[src/rtl/sreg_pkg.sv]
package sreg_pkg;
   localparam int NAX    = 3;      // axes: X, Y, Z
   localparam int A_LOW0 = 'h00;   // low/high pairs start here
   localparam int A_B8   = 'h06;   // 8-bit views
   localparam int A_STAT = 'h09;
   localparam int A_DET  = 'h0A;
   localparam int A_CFG0 = 'h0D;
   localparam int A_CLR  = 'h17;
   localparam int A_CFGN = 'h1E;
   localparam int A_MODE = 'h16;
   localparam int B_3W   = 5;

   typedef struct packed {
      logic ovr;
      logic rdy;
   } flow_t;
endpackage

[src/rtl/sreg_sample_store.sv]
module sreg_sample_store #(
   parameter int NAX    = 3,
   parameter int SMP_W  = 10,
   parameter int DATA_W = 8,
   localparam int HI_W  = SMP_W - DATA_W
) (
   input  logic                  clk,
   input  logic                  rst_n,
   input  logic                  load,
   input  logic [NAX*SMP_W-1:0]  smp_in,
   input  logic [NAX-1:0]        cap_en,
   output logic [NAX*SMP_W-1:0]  smp_q,
   output logic [NAX*HI_W-1:0]   hold_q
);
   for (genvar a = 0; a < NAX; a++) begin : g_axis
      logic [SMP_W-1:0] s_r;
      logic [HI_W-1:0]  h_r;
      always_ff @(posedge clk or negedge rst_n) begin
         if (!rst_n) begin
            s_r <= '0;
            h_r <= '0;
         end else begin
            if (load)      s_r <= smp_in[a*SMP_W +: SMP_W];
            if (cap_en[a]) h_r <= s_r[SMP_W-1:DATA_W];
         end
      end
      assign smp_q[a*SMP_W +: SMP_W] = s_r;
      assign hold_q[a*HI_W +: HI_W]  = h_r;
   end
endmodule

[src/rtl/sreg_detect_latch.sv]
module sreg_detect_latch #(
   parameter int NAX = 3
) (
   input  logic           clk,
   input  logic           rst_n,
   input  logic [NAX-1:0] lvl_set,
   input  logic [NAX-1:0] pls_set,
   input  logic           lvl_clr,
   input  logic           pls_clr,
   output logic [NAX-1:0] lvl_q,
   output logic [NAX-1:0] pls_q,
   output logic           irq_lvl,
   output logic           irq_pls
);
   for (genvar a = 0; a < NAX; a++) begin : g_flag
      always_ff @(posedge clk or negedge rst_n) begin
         if (!rst_n) begin
            lvl_q[a] <= 1'b0;
            pls_q[a] <= 1'b0;
         end else begin
            if (lvl_set[a])   lvl_q[a] <= 1'b1;
            else if (lvl_clr) lvl_q[a] <= 1'b0;
            if (pls_set[a])   pls_q[a] <= 1'b1;
            else if (pls_clr) pls_q[a] <= 1'b0;
         end
      end
   end
   assign irq_lvl = |lvl_q;
   assign irq_pls = |pls_q;
endmodule

[src/rtl/sreg_cfg_file.sv]
module sreg_cfg_file #(
   parameter int ADDR_W = 5,
   parameter int DATA_W = 8,
   parameter int LO     = 'h0D,
   parameter int HI     = 'h1E,
   parameter int HOLE   = 'h17,
   localparam int NREG  = HI - LO + 1
) (
   input  logic                   clk,
   input  logic                   rst_n,
   input  logic                   wr,
   input  logic [ADDR_W-1:0]      addr,
   input  logic [DATA_W-1:0]      wdata,
   output logic [NREG*DATA_W-1:0] cfg_q
);
   for (genvar g = 0; g < NREG; g++) begin : g_reg
      if (LO + g == HOLE) begin : g_hole
         assign cfg_q[g*DATA_W +: DATA_W] = '0;
      end else begin : g_store
         logic [DATA_W-1:0] r;
         always_ff @(posedge clk or negedge rst_n) begin
            if (!rst_n)                               r <= '0;
            else if (wr && addr == ADDR_W'(LO + g))   r <= wdata;
         end
         assign cfg_q[g*DATA_W +: DATA_W] = r;
      end
   end
endmodule

[src/rtl/sensor_regbank.sv]
module sensor_regbank
   import sreg_pkg::*;
#(
   parameter int ADDR_W = 5,
   parameter int DATA_W = 8,
   parameter int SMP_W  = 10,
   parameter int DADR_W = 7
) (
   input  logic              clk,
   input  logic              rst_n,
   input  logic              bus_wr,
   input  logic              bus_rd,
   input  logic [ADDR_W-1:0] bus_addr,
   input  logic [DATA_W-1:0] bus_wdata,
   output logic [DATA_W-1:0] bus_rdata,
   input  logic              smp_load,
   input  logic [SMP_W-1:0]  smp_x,
   input  logic [SMP_W-1:0]  smp_y,
   input  logic [SMP_W-1:0]  smp_z,
   input  logic              parity_err,
   input  logic [NAX-1:0]    lvl_evt,
   input  logic [NAX-1:0]    pls_evt,
   output logic              irq1,
   output logic              irq2,
   output logic [DADR_W-1:0] dev_addr,
   output logic              i2c_off,
   output logic              spi_3wire
);
   localparam int HI_W = SMP_W - DATA_W;
   localparam int NCFG = A_CFGN - A_CFG0 + 1;

   if (DATA_W != 8) begin : g_bad_dw
      $error("sensor_regbank: DATA_W must be 8");
   end
   if (SMP_W <= DATA_W || SMP_W > 2*DATA_W) begin : g_bad_sw
      $error("sensor_regbank: SMP_W must lie in (DATA_W, 2*DATA_W]");
   end
   if ((1 << ADDR_W) <= A_CFGN + 1) begin : g_bad_aw
      $error("sensor_regbank: ADDR_W too narrow for the map");
   end
   if (DADR_W >= DATA_W) begin : g_bad_da
      $error("sensor_regbank: DADR_W must leave room for the disable bit");
   end

   logic [NAX*SMP_W-1:0]  smp_q;
   logic [NAX*HI_W-1:0]   hold_q;
   logic [NAX-1:0]        cap_en;
   logic [NAX-1:0]        lvl_q, pls_q;
   logic [NCFG*DATA_W-1:0] cfg_q;
   logic                  lvl_clr, pls_clr;
   logic                  rd_smp, rd_stat;
   flow_t                 flow_q;
   logic [DATA_W-1:0]     rd_val;

   for (genvar a = 0; a < NAX; a++) begin : g_cap
      assign cap_en[a] = bus_rd && bus_addr == ADDR_W'(A_LOW0 + 2*a);
   end

   sreg_sample_store #(.NAX(NAX), .SMP_W(SMP_W), .DATA_W(DATA_W)) u_store (
      .clk(clk), .rst_n(rst_n), .load(smp_load),
      .smp_in({smp_z, smp_y, smp_x}), .cap_en(cap_en),
      .smp_q(smp_q), .hold_q(hold_q)
   );

   assign lvl_clr = bus_wr && bus_addr == ADDR_W'(A_CLR) && bus_wdata[0];
   assign pls_clr = bus_wr && bus_addr == ADDR_W'(A_CLR) && bus_wdata[1];

   sreg_detect_latch #(.NAX(NAX)) u_det (
      .clk(clk), .rst_n(rst_n), .lvl_set(lvl_evt), .pls_set(pls_evt),
      .lvl_clr(lvl_clr), .pls_clr(pls_clr), .lvl_q(lvl_q), .pls_q(pls_q),
      .irq_lvl(irq1), .irq_pls(irq2)
   );

   sreg_cfg_file #(.ADDR_W(ADDR_W), .DATA_W(DATA_W), .LO(A_CFG0),
                   .HI(A_CFGN), .HOLE(A_CLR)) u_cfg (
      .clk(clk), .rst_n(rst_n), .wr(bus_wr), .addr(bus_addr),
      .wdata(bus_wdata), .cfg_q(cfg_q)
   );

   // data-ready / overrun
   assign rd_smp  = bus_rd && bus_addr < ADDR_W'(A_STAT);
   assign rd_stat = bus_rd && bus_addr == ADDR_W'(A_STAT);

   always_ff @(posedge clk or negedge rst_n) begin
      if (!rst_n) begin
         flow_q <= '0;
      end else begin
         if (smp_load)     flow_q.rdy <= 1'b1;
         else if (rd_smp)  flow_q.rdy <= 1'b0;
         if (smp_load && flow_q.rdy) flow_q.ovr <= 1'b1;
         else if (rd_stat)           flow_q.ovr <= 1'b0;
      end
   end

   // read selection
   always_comb begin
      rd_val = '0;
      for (int a = 0; a < NAX; a++) begin
         if (bus_addr == ADDR_W'(A_LOW0 + 2*a))
            rd_val = smp_q[a*SMP_W +: DATA_W];
         if (bus_addr == ADDR_W'(A_LOW0 + 2*a + 1))
            rd_val = DATA_W'(hold_q[a*HI_W +: HI_W]);
         if (bus_addr == ADDR_W'(A_B8 + a))
            rd_val = smp_q[a*SMP_W +: DATA_W];
      end
      if (bus_addr == ADDR_W'(A_STAT))
         rd_val = DATA_W'({parity_err, flow_q.ovr, flow_q.rdy});
      if (bus_addr == ADDR_W'(A_DET))
         rd_val = {lvl_q[0], lvl_q[1], lvl_q[2], pls_q[0], pls_q[1], pls_q[2],
                   irq2, irq1};
      for (int c = 0; c < NCFG; c++) begin
         if (bus_addr == ADDR_W'(A_CFG0 + c))
            rd_val = cfg_q[c*DATA_W +: DATA_W];
      end
   end

   always_ff @(posedge clk or negedge rst_n) begin
      if (!rst_n)      bus_rdata <= '0;
      else if (bus_rd) bus_rdata <= rd_val;
   end

   assign dev_addr  = cfg_q[0 +: DADR_W];
   assign i2c_off   = cfg_q[DATA_W-1];
   assign spi_3wire = cfg_q[(A_MODE - A_CFG0)*DATA_W + B_3W];
endmodule

[config.mk]
export PLATFORM = sky130hd
export DESIGN_NAME = sensor_regbank
export DESIGN_NICKNAME = d
export VERILOG_FILES = /design/src/rtl/sreg_pkg.sv /design/src/rtl/sreg_sample_store.sv /design/src/rtl/sreg_detect_latch.sv /design/src/rtl/sreg_cfg_file.sv /design/src/rtl/sensor_regbank.sv
export SDC_FILE = /design/constraint.sdc
export NUM_CORES = 1
export LEC_CHECK = 0
export BUFFER_PORTS_ARGS = -buffer_cell sky130_fd_sc_hd__buf_2
export CORE_MARGIN = 1.5
export CORE_UTILIZATION = 55
export CTS_CLUSTER_SIZE = 25
export DETAILED_ROUTE_END_ITERATION = 6
export PLACE_DENSITY = 0.87
export SYNTH_ARGS = -nofsm -noshare
export SYNTH_HDL_FRONTEND = slang
export SYNTH_SLANG_ARGS = --single-unit
[constraint.sdc]
create_clock -name clk -period 1.5 [get_ports clk]
set_clock_uncertainty 0.05 [all_clocks]
set_input_delay 0.225 -clock clk [delete_from_list [all_inputs] [get_ports clk]]
set_output_delay 0.225 -clock clk [all_outputs]
set_load 0.02 [all_outputs]
==> Word level (Yosys, flattened, before mapping) <==
Index checks and enable logic that the tools add are counted.
{ "word_totals": {"out_inout_bits": 19, "regBits": 188} }
{ "classes": {"eq_ne": 28, "reduce_logical": 37, "order_cmp": 1, "mux": 41} }
{ "ops": {"columns": ["operator", "count"], "rows": [
  ["8-bit 2-to-1 mux", 29],
  ["5-bit equality test, second input constant", 15],
  ["5-bit by 4-bit equality test with 1-bit output, second input constant", 6],
  ["1-bit logical AND", 26],
  ["5-bit by 3-bit equality test with 1-bit output, second input constant", 4],
  ["2-bit nonzero test", 8],
  ["1-bit 2-to-1 mux", 12],
  ["5-bit by 2-bit equality test with 1-bit output, second input constant", 2],
  ["3-bit OR reduction", 2],
  ["5-bit by 1-bit equality test with 1-bit output, second input constant", 1],
  ["5-bit logical NOT", 1],
  ["5-bit by 4-bit < comparator with 1-bit output, second input constant", 1]
]} }

==> Longest topological paths before layout <==
{ "logic_depth": {"word_depth": 30, "mapped_depth": 9} }

==> By module <==
A second synthesis with hierarchy kept.
{ "hier_totals": {"hier_cells": 875, "area_unflattened_um2": 9894.5} }
{ "modules_own_cells": {"columns": ["mod", "cells_per_inst", "area_per_inst_um2", "n_inst", "seq_area_each_um2"], "rows": [
  ["sreg_cfg_file", 322, 5232.5, 1, 3403.3],
  ["sensor_regbank", 462, 2991.6, 1, 250.2],
  ["sreg_sample_store", 75, 1452.6, 1, 900.9],
  ["sreg_detect_latch", 16, 217.7, 1, 150.1]
]} }

==> Worst setup path after synthesis <==
No wires, ideal clock.
{ "synth_timing": {"path_kind": "register to register", "startpoint": "reg u_det.pls_q[0]", "endpoint": "reg bus_rdata[1]", "n_path_buf": 0, "t_arrival_ps": 1584, "slack_ps": -264, "path_stages_with_launch": 7, "path_cell_list": "dfrtp_1 or3_1 nand3_1 a21o_1 a41oi_1 o41ai_1 a21oi_1"} }
{ "synth_between": {"elab_chain_cells": 20} }
{ "synth_rtl": {"columns": ["item", "line", "source"], "rows": [
  ["from (decl)", "sreg_detect_latch.sv:11", "output logic [NAX-1:0] pls_q,"],
  ["from (signal, indexed assignment)", "sreg_detect_latch.sv:19", "pls_q[a] <= 1'b0;"],
  ["from (signal, indexed assignment)", "sreg_detect_latch.sv:23", "if (pls_set[a]) pls_q[a] <= 1'b1;"],
  ["from (signal, indexed assignment)", "sreg_detect_latch.sv:24", "else if (pls_clr) pls_q[a] <= 1'b0;"],
  ["3-bit OR reduction", "sreg_detect_latch.sv:29", "assign irq_pls = |pls_q;"],
  ["named net irq2", "sensor_regbank.sv:24", "output logic irq2,"],
  ["8-bit 2-to-1 mux", "sensor_regbank.sv:108", "if (bus_addr == ADDR_W'(A_DET))"],
  ["8-bit 2-to-1 mux (18 in a row)", "sensor_regbank.sv:112", "if (bus_addr == ADDR_W'(A_CFG0 + c))"],
  ["to (signal assigned)", "sensor_regbank.sv:119", "else if (bus_rd) bus_rdata <= rd_val;"],
  ["to (decl)", "sensor_regbank.sv:15", "output logic [DATA_W-1:0] bus_rdata,"]
]} }
The timed path passes the listed nets, and every way through them passes these cells.
A chain may end at the register's enable or synchronous reset.

==> Worst setup path after layout <==
{ "layout_timing": {"startpoint": "reg u_det.pls_q[0]", "endpoint": "reg bus_rdata[1]"} }
{ "layout_between": {"elab_chain_cells": 20} }
{ "layout_rtl": {"columns": ["item", "line"], "rows": [
  ["3-bit OR reduction", "sreg_detect_latch.sv:29"],
  ["8-bit 2-to-1 mux", "sensor_regbank.sv:108"],
  ["8-bit 2-to-1 mux (18 in a row)", "sensor_regbank.sv:112"]
]} }
No other way between the ends.

==> load_flow_metrics.sql <==
INSERT INTO impl_metrics (metric_group, metric, value, unit) VALUES
('outcome', 'status', 'finished, violations left', ''),
('outcome', 'violations', 'setup timing', ''),
('synth', 'syn_inst', '872', ''),
('layout', 'post-route-cell-area', '13900', 'sq um'),
('routing', 'wirelength', '36500', 'um'),
('floorplanning', 'initial_core_util', '56.7', '%'),
('routing', 'routed_wire_length_per_instance', '26.5', 'um'),
('power_and_ir_drop', 'clkPwrFrac', '32.9', '%'),
('power_and_ir_drop', 'static-leakage-power', '6.12', 'nW'),
('synth', 'synth_area', '9910', 'sq um'),
('global_route', 'grt_use_total', '39.0', '%'),
('sta', 'fin_setup_tns', '-1.11', 'ns'),
('placed_design', 'placement.setup.worst_slack', '-0.727', 'ns'),
('sta', 'finalWorstSetupSlack', '-0.243', 'ns'),
('floorplanning', 'row_count', '48', ''),
('worst_setup_path', 'cp_arrival', '2.01', 'ns'),
('placed_design', 'placedCellCount', '1294', ''),
('synth', 'synth.area.top_cells', 'sky130_fd_sc_hd__dfrtp_1 (47%), sky130_fd_sc_hd__mux2_2 (19%), sky130_fd_sc_hd__o21ai_0 (2.3%), sky130_fd_sc_hd__a21oi_1 (2.1%), sky130_fd_sc_hd__nand2_1 (1.7%)', ''),
('global_route', 'first_pass_grt_wire_length', '53600', 'um'),
('cts', 'worstSkewPairLatency', '0.45', 'ns'),
('synth', 'top_area_cell_type_share_of_the_netlist_area', '47.5', '%'),
('synth', 'synth_fp_nets', '927', ''),
('power_and_ir_drop', 'swShare', '30.0', '%'),
('power_and_ir_drop', 'power_per_cell_area', '1070', 'nW/um^2'),
('routing', 'via_per_inst', '6.63', ''),
('synth', 'syn_avg_cell_area', '11.4', 'sq um'),
('layout', 'antenna_cells_inserted', '0', ''),
('synth', 'async_reset_ff_share', '100', '%'),
('floorplanning', 'die-height', '137', 'um'),
('floorplanning', 'design.die.area', '18800', 'sq um'),
('synth', 'post-synth-top-area-cell', 'sky130_fd_sc_hd__dfrtp_1', ''),
('placed_design', 'port_buffers', '73', ''),
('cts', 'cts.htree.levels', '4', ''),
('synth', 'synth_edf_count', '0', ''),
('sta', 'timing.final.max_slew_violations', '0', ''),
('routing', 'antenna_violating_nets_post_route', '0', ''),
('worst_setup_path', 'critPathCaptureType', 'flip-flop', ''),
('routing', 'post-route-drc-count', '0', ''),
('power_and_ir_drop', 'intPower', '10.4', 'mW'),
('cts', 'clock_sinks', '188', ''),
('sta', 'post-route-period-util', '116', '%'),
('sta', 'count_of_final_hold_check_violations', '0', ''),
('sta', 'final_report_setup_violation_count', '8', ''),
('worst_hold_path', 'timing.hold.worst.class', 'in2reg', ''),
('power_and_ir_drop', 'power.ir.vdd_worst', '1080', 'uV'),
('global_route', 'pin_count_of_the_biggest_net_entering_global_routing', '54', ''),
('cts', 'tritoncts', 'yes', ''),
('routing', 'dr_total_vias', '9146', ''),
('power_and_ir_drop', 'fin_total_pwr', '14.9', 'mW'),
('floorplanning', 'floorplan.io_pins', '74', ''),
('power_and_ir_drop', 'power_switching', '4.46', 'mW'),
('layout', 'final_core_util', '79.6', '%'),
('synth', 'ys_seq_area_share', '47.5', '%'),
('placed_design', 'placed_cell_area', '12200', 'sq um'),
('layout', 'syn_to_final_growth', '40.4', '%'),
('synth', 'postSynth.topFlopCell', 'sky130_fd_sc_hd__dfrtp_1', ''),
('floorplanning', 'core_area', '17500', 'sq um'),
('routing', 'firstDrtPassIters', '6', ''),
('worst_setup_path', 'regToRegSetupSlack', '-0.24', 'ns'),
('global_route', 'gr-total-overflow', '0', ''),
('layout', 'fraction_of_layout_instances_using_a_drive_strength_above_1', '52.2', '%'),
('sta', 'worst_hold_margin', '0.0596', 'ns'),
('job', 'max-cap-violations', '0', ''),
('synth', 'synth_cell_type_count', '83', ''),
('power_and_ir_drop', 'sequentialPowerShare', '44.4', '%'),
('sta', 'rsz_0062_raised_after_global_routing', 'true', ''),
('synth', 'synth-warning-count', '0', ''),
('sta', 'max-slew-margin-rel', '67.2', '%'),
('placed_design', 'gp_routability_congestion', '1.04', ''),
('routing', 'detailedRoute.firstIterationViolations', '1289', ''),
('floorplanning', 'die_x', '137', 'um');
[path summary, 6_finish.rpt]
kind | startpoint | end | depth (start not counted)
min in group asynchronous | rst_n | u_cfg.g_reg[5].g_store.r[4] | 2
max in group asynchronous | rst_n | u_cfg.g_reg[8].g_store.r[5] | 3
worst max register to register | u_det.pls_q[0] | bus_rdata[1] | 6
worst min register to register | u_cfg.g_reg[15].g_store.r[4] | u_cfg.g_reg[15].g_store.r[4] | 1
worst min-delay path | smp_y[7] | u_store.g_axis[1].s_r[7] | 3
worst max-delay path | u_det.pls_q[0] | bus_rdata[1] | 6
[synth_stat cells, types with 4 or more instances]
master and instances:
sky130_fd_sc_hd__o22ai_1 12, sky130_fd_sc_hd__a221oi_1 4, sky130_fd_sc_hd__a21o_1 10, sky130_fd_sc_hd__mux2_2 169, sky130_fd_sc_hd__or3_1 6, sky130_fd_sc_hd__or3b_1 4
sky130_fd_sc_hd__o221ai_1 8, sky130_fd_sc_hd__buf_6 9, sky130_fd_sc_hd__and3_1 5, sky130_fd_sc_hd__inv_1 12, sky130_fd_sc_hd__and3b_1 4, sky130_fd_sc_hd__a32oi_1 7
sky130_fd_sc_hd__nor3_1 12, sky130_fd_sc_hd__a22o_1 7, sky130_fd_sc_hd__a22oi_1 8, sky130_fd_sc_hd__o2bb2ai_1 5, sky130_fd_sc_hd__nand2_1 44, sky130_fd_sc_hd__nand3_1 21
sky130_fd_sc_hd__o21ai_0 45, sky130_fd_sc_hd__o31ai_1 5, sky130_fd_sc_hd__o21a_1 4, sky130_fd_sc_hd__clkbuf_1 16, sky130_fd_sc_hd__a311oi_1 4, sky130_fd_sc_hd__buf_2 27
sky130_fd_sc_hd__nor2b_1 5, sky130_fd_sc_hd__a211oi_1 6, sky130_fd_sc_hd__o311ai_0 4, sky130_fd_sc_hd__a31oi_1 10, sky130_fd_sc_hd__buf_4 17, sky130_fd_sc_hd__mux2i_1 15
sky130_fd_sc_hd__nand2b_1 8, sky130_fd_sc_hd__nor2_1 36, sky130_fd_sc_hd__a21oi_1 41, sky130_fd_sc_hd__nor2_2 10, sky130_fd_sc_hd__o21ai_1 8, sky130_fd_sc_hd__dfrtp_1 188
[power by group through the flow]
stage	clock [mW]	combinational (mW)	sequential [mW]
floorplan	0	1.81	6.41
global placement	0	2.88	6.58
detailed placement	0	2.97	6.61
CTS	4.89	3.15	6.54
global route	5.10	3.55	6.67
finish	4.89	3.38	6.60
[cell families (layout without fill, tap and decap cells)]
logic type,after synthesis,after routing,share of synthesized area (%)
buffers and inverters,84,367,4.85
AND/OR/NAND/NOR,186,186,10.7
AO/OA/AOI/OAI,225,225,15.6
flip-flops,188,188,47.5
XOR/XNOR,3,3,0.265
multiplexers,186,186,21.1
[critical path, cell delays in order (launching register included)]
cell                      delay (ns)
sky130_fd_sc_hd__dfrtp_1        0.40
sky130_fd_sc_hd__or3_4          0.40
sky130_fd_sc_hd__nand3_2        0.09
sky130_fd_sc_hd__a21o_1         0.12
sky130_fd_sc_hd__a41oi_2        0.13
sky130_fd_sc_hd__o41ai_2        0.29
sky130_fd_sc_hd__a21oi_1        0.13
[area by class of cell]
cell class	instances	area [sq um]
Fill cell	958	3560
Inverter	14	60.1
Tap cell	225	282
Clock buffer	17	425
Timing Repair Buffer	321	2820
Multi-Input combinational cell	600	5420
Sequential cell	188	4710
Clock inverter	15	200
[routing by layer]
| metal | share of wire, % | GRT usage [%] |
|---|---|---|
| met5 | 0 | 0 |
| met4 | 6.2 | 20.9 |
| met3 | 10 | 7.54 |
| met2 | 46 | 62.2 |
| met1 | 37 | 50.5 |
[registers in the layout, indices dropped and copies added (netlist names)]
register            count
u_store.g_axis.s_r     30
flow_q                  2
u_store.g_axis.h_r      6
bus_rdata               8
u_cfg.g.g_store.r     136
u_det.pls_q             3
u_det.lvl_q             3
[repair_timing]
action | in CTS | in global routing
pin swaps | 14 | 22
gates resized for setup | 44 | 70
setup buffers | 5 | 11
endpoints found under the setup margin | 46 | 60
cloned | 2 | 1
hold buffers | 36 | 0
endpoints found under the hold margin | 223 | 0
[cell usage in the layout (no fill, tap or decap), types with 7 or more instances in the layout]
cell type / Yosys / layout
sky130_fd_sc_hd__a22o_1: 7 / 7
sky130_fd_sc_hd__buf_4: 17 / 175
sky130_fd_sc_hd__inv_1: 12 / 9
sky130_fd_sc_hd__a21o_1: 10 / 10
sky130_fd_sc_hd__nor2_4: 3 / 11
sky130_fd_sc_hd__nor2_2: 10 / 8
sky130_fd_sc_hd__mux2_2: 169 / 129
sky130_fd_sc_hd__o21ai_1: 8 / 8
sky130_fd_sc_hd__buf_2: 27 / 66
sky130_fd_sc_hd__dlygate4sd3_1: 0 / 36
sky130_fd_sc_hd__clkbuf_16: 0 / 18
sky130_fd_sc_hd__a21oi_1: 41 / 36
sky130_fd_sc_hd__dfrtp_1: 188 / 187
sky130_fd_sc_hd__o21ai_0: 45 / 39
sky130_fd_sc_hd__nand3_1: 21 / 18
sky130_fd_sc_hd__o22ai_1: 12 / 10
sky130_fd_sc_hd__a31oi_1: 10 / 8
sky130_fd_sc_hd__buf_12: 0 / 31
sky130_fd_sc_hd__a32oi_1: 7 / 7
sky130_fd_sc_hd__nor3_1: 12 / 11
sky130_fd_sc_hd__mux2_4: 0 / 40
sky130_fd_sc_hd__nand2_1: 44 / 40
sky130_fd_sc_hd__buf_6: 9 / 8
sky130_fd_sc_hd__nor2_1: 36 / 30
sky130_fd_sc_hd__mux2i_1: 15 / 14
(Power assumes the default switching activity.)
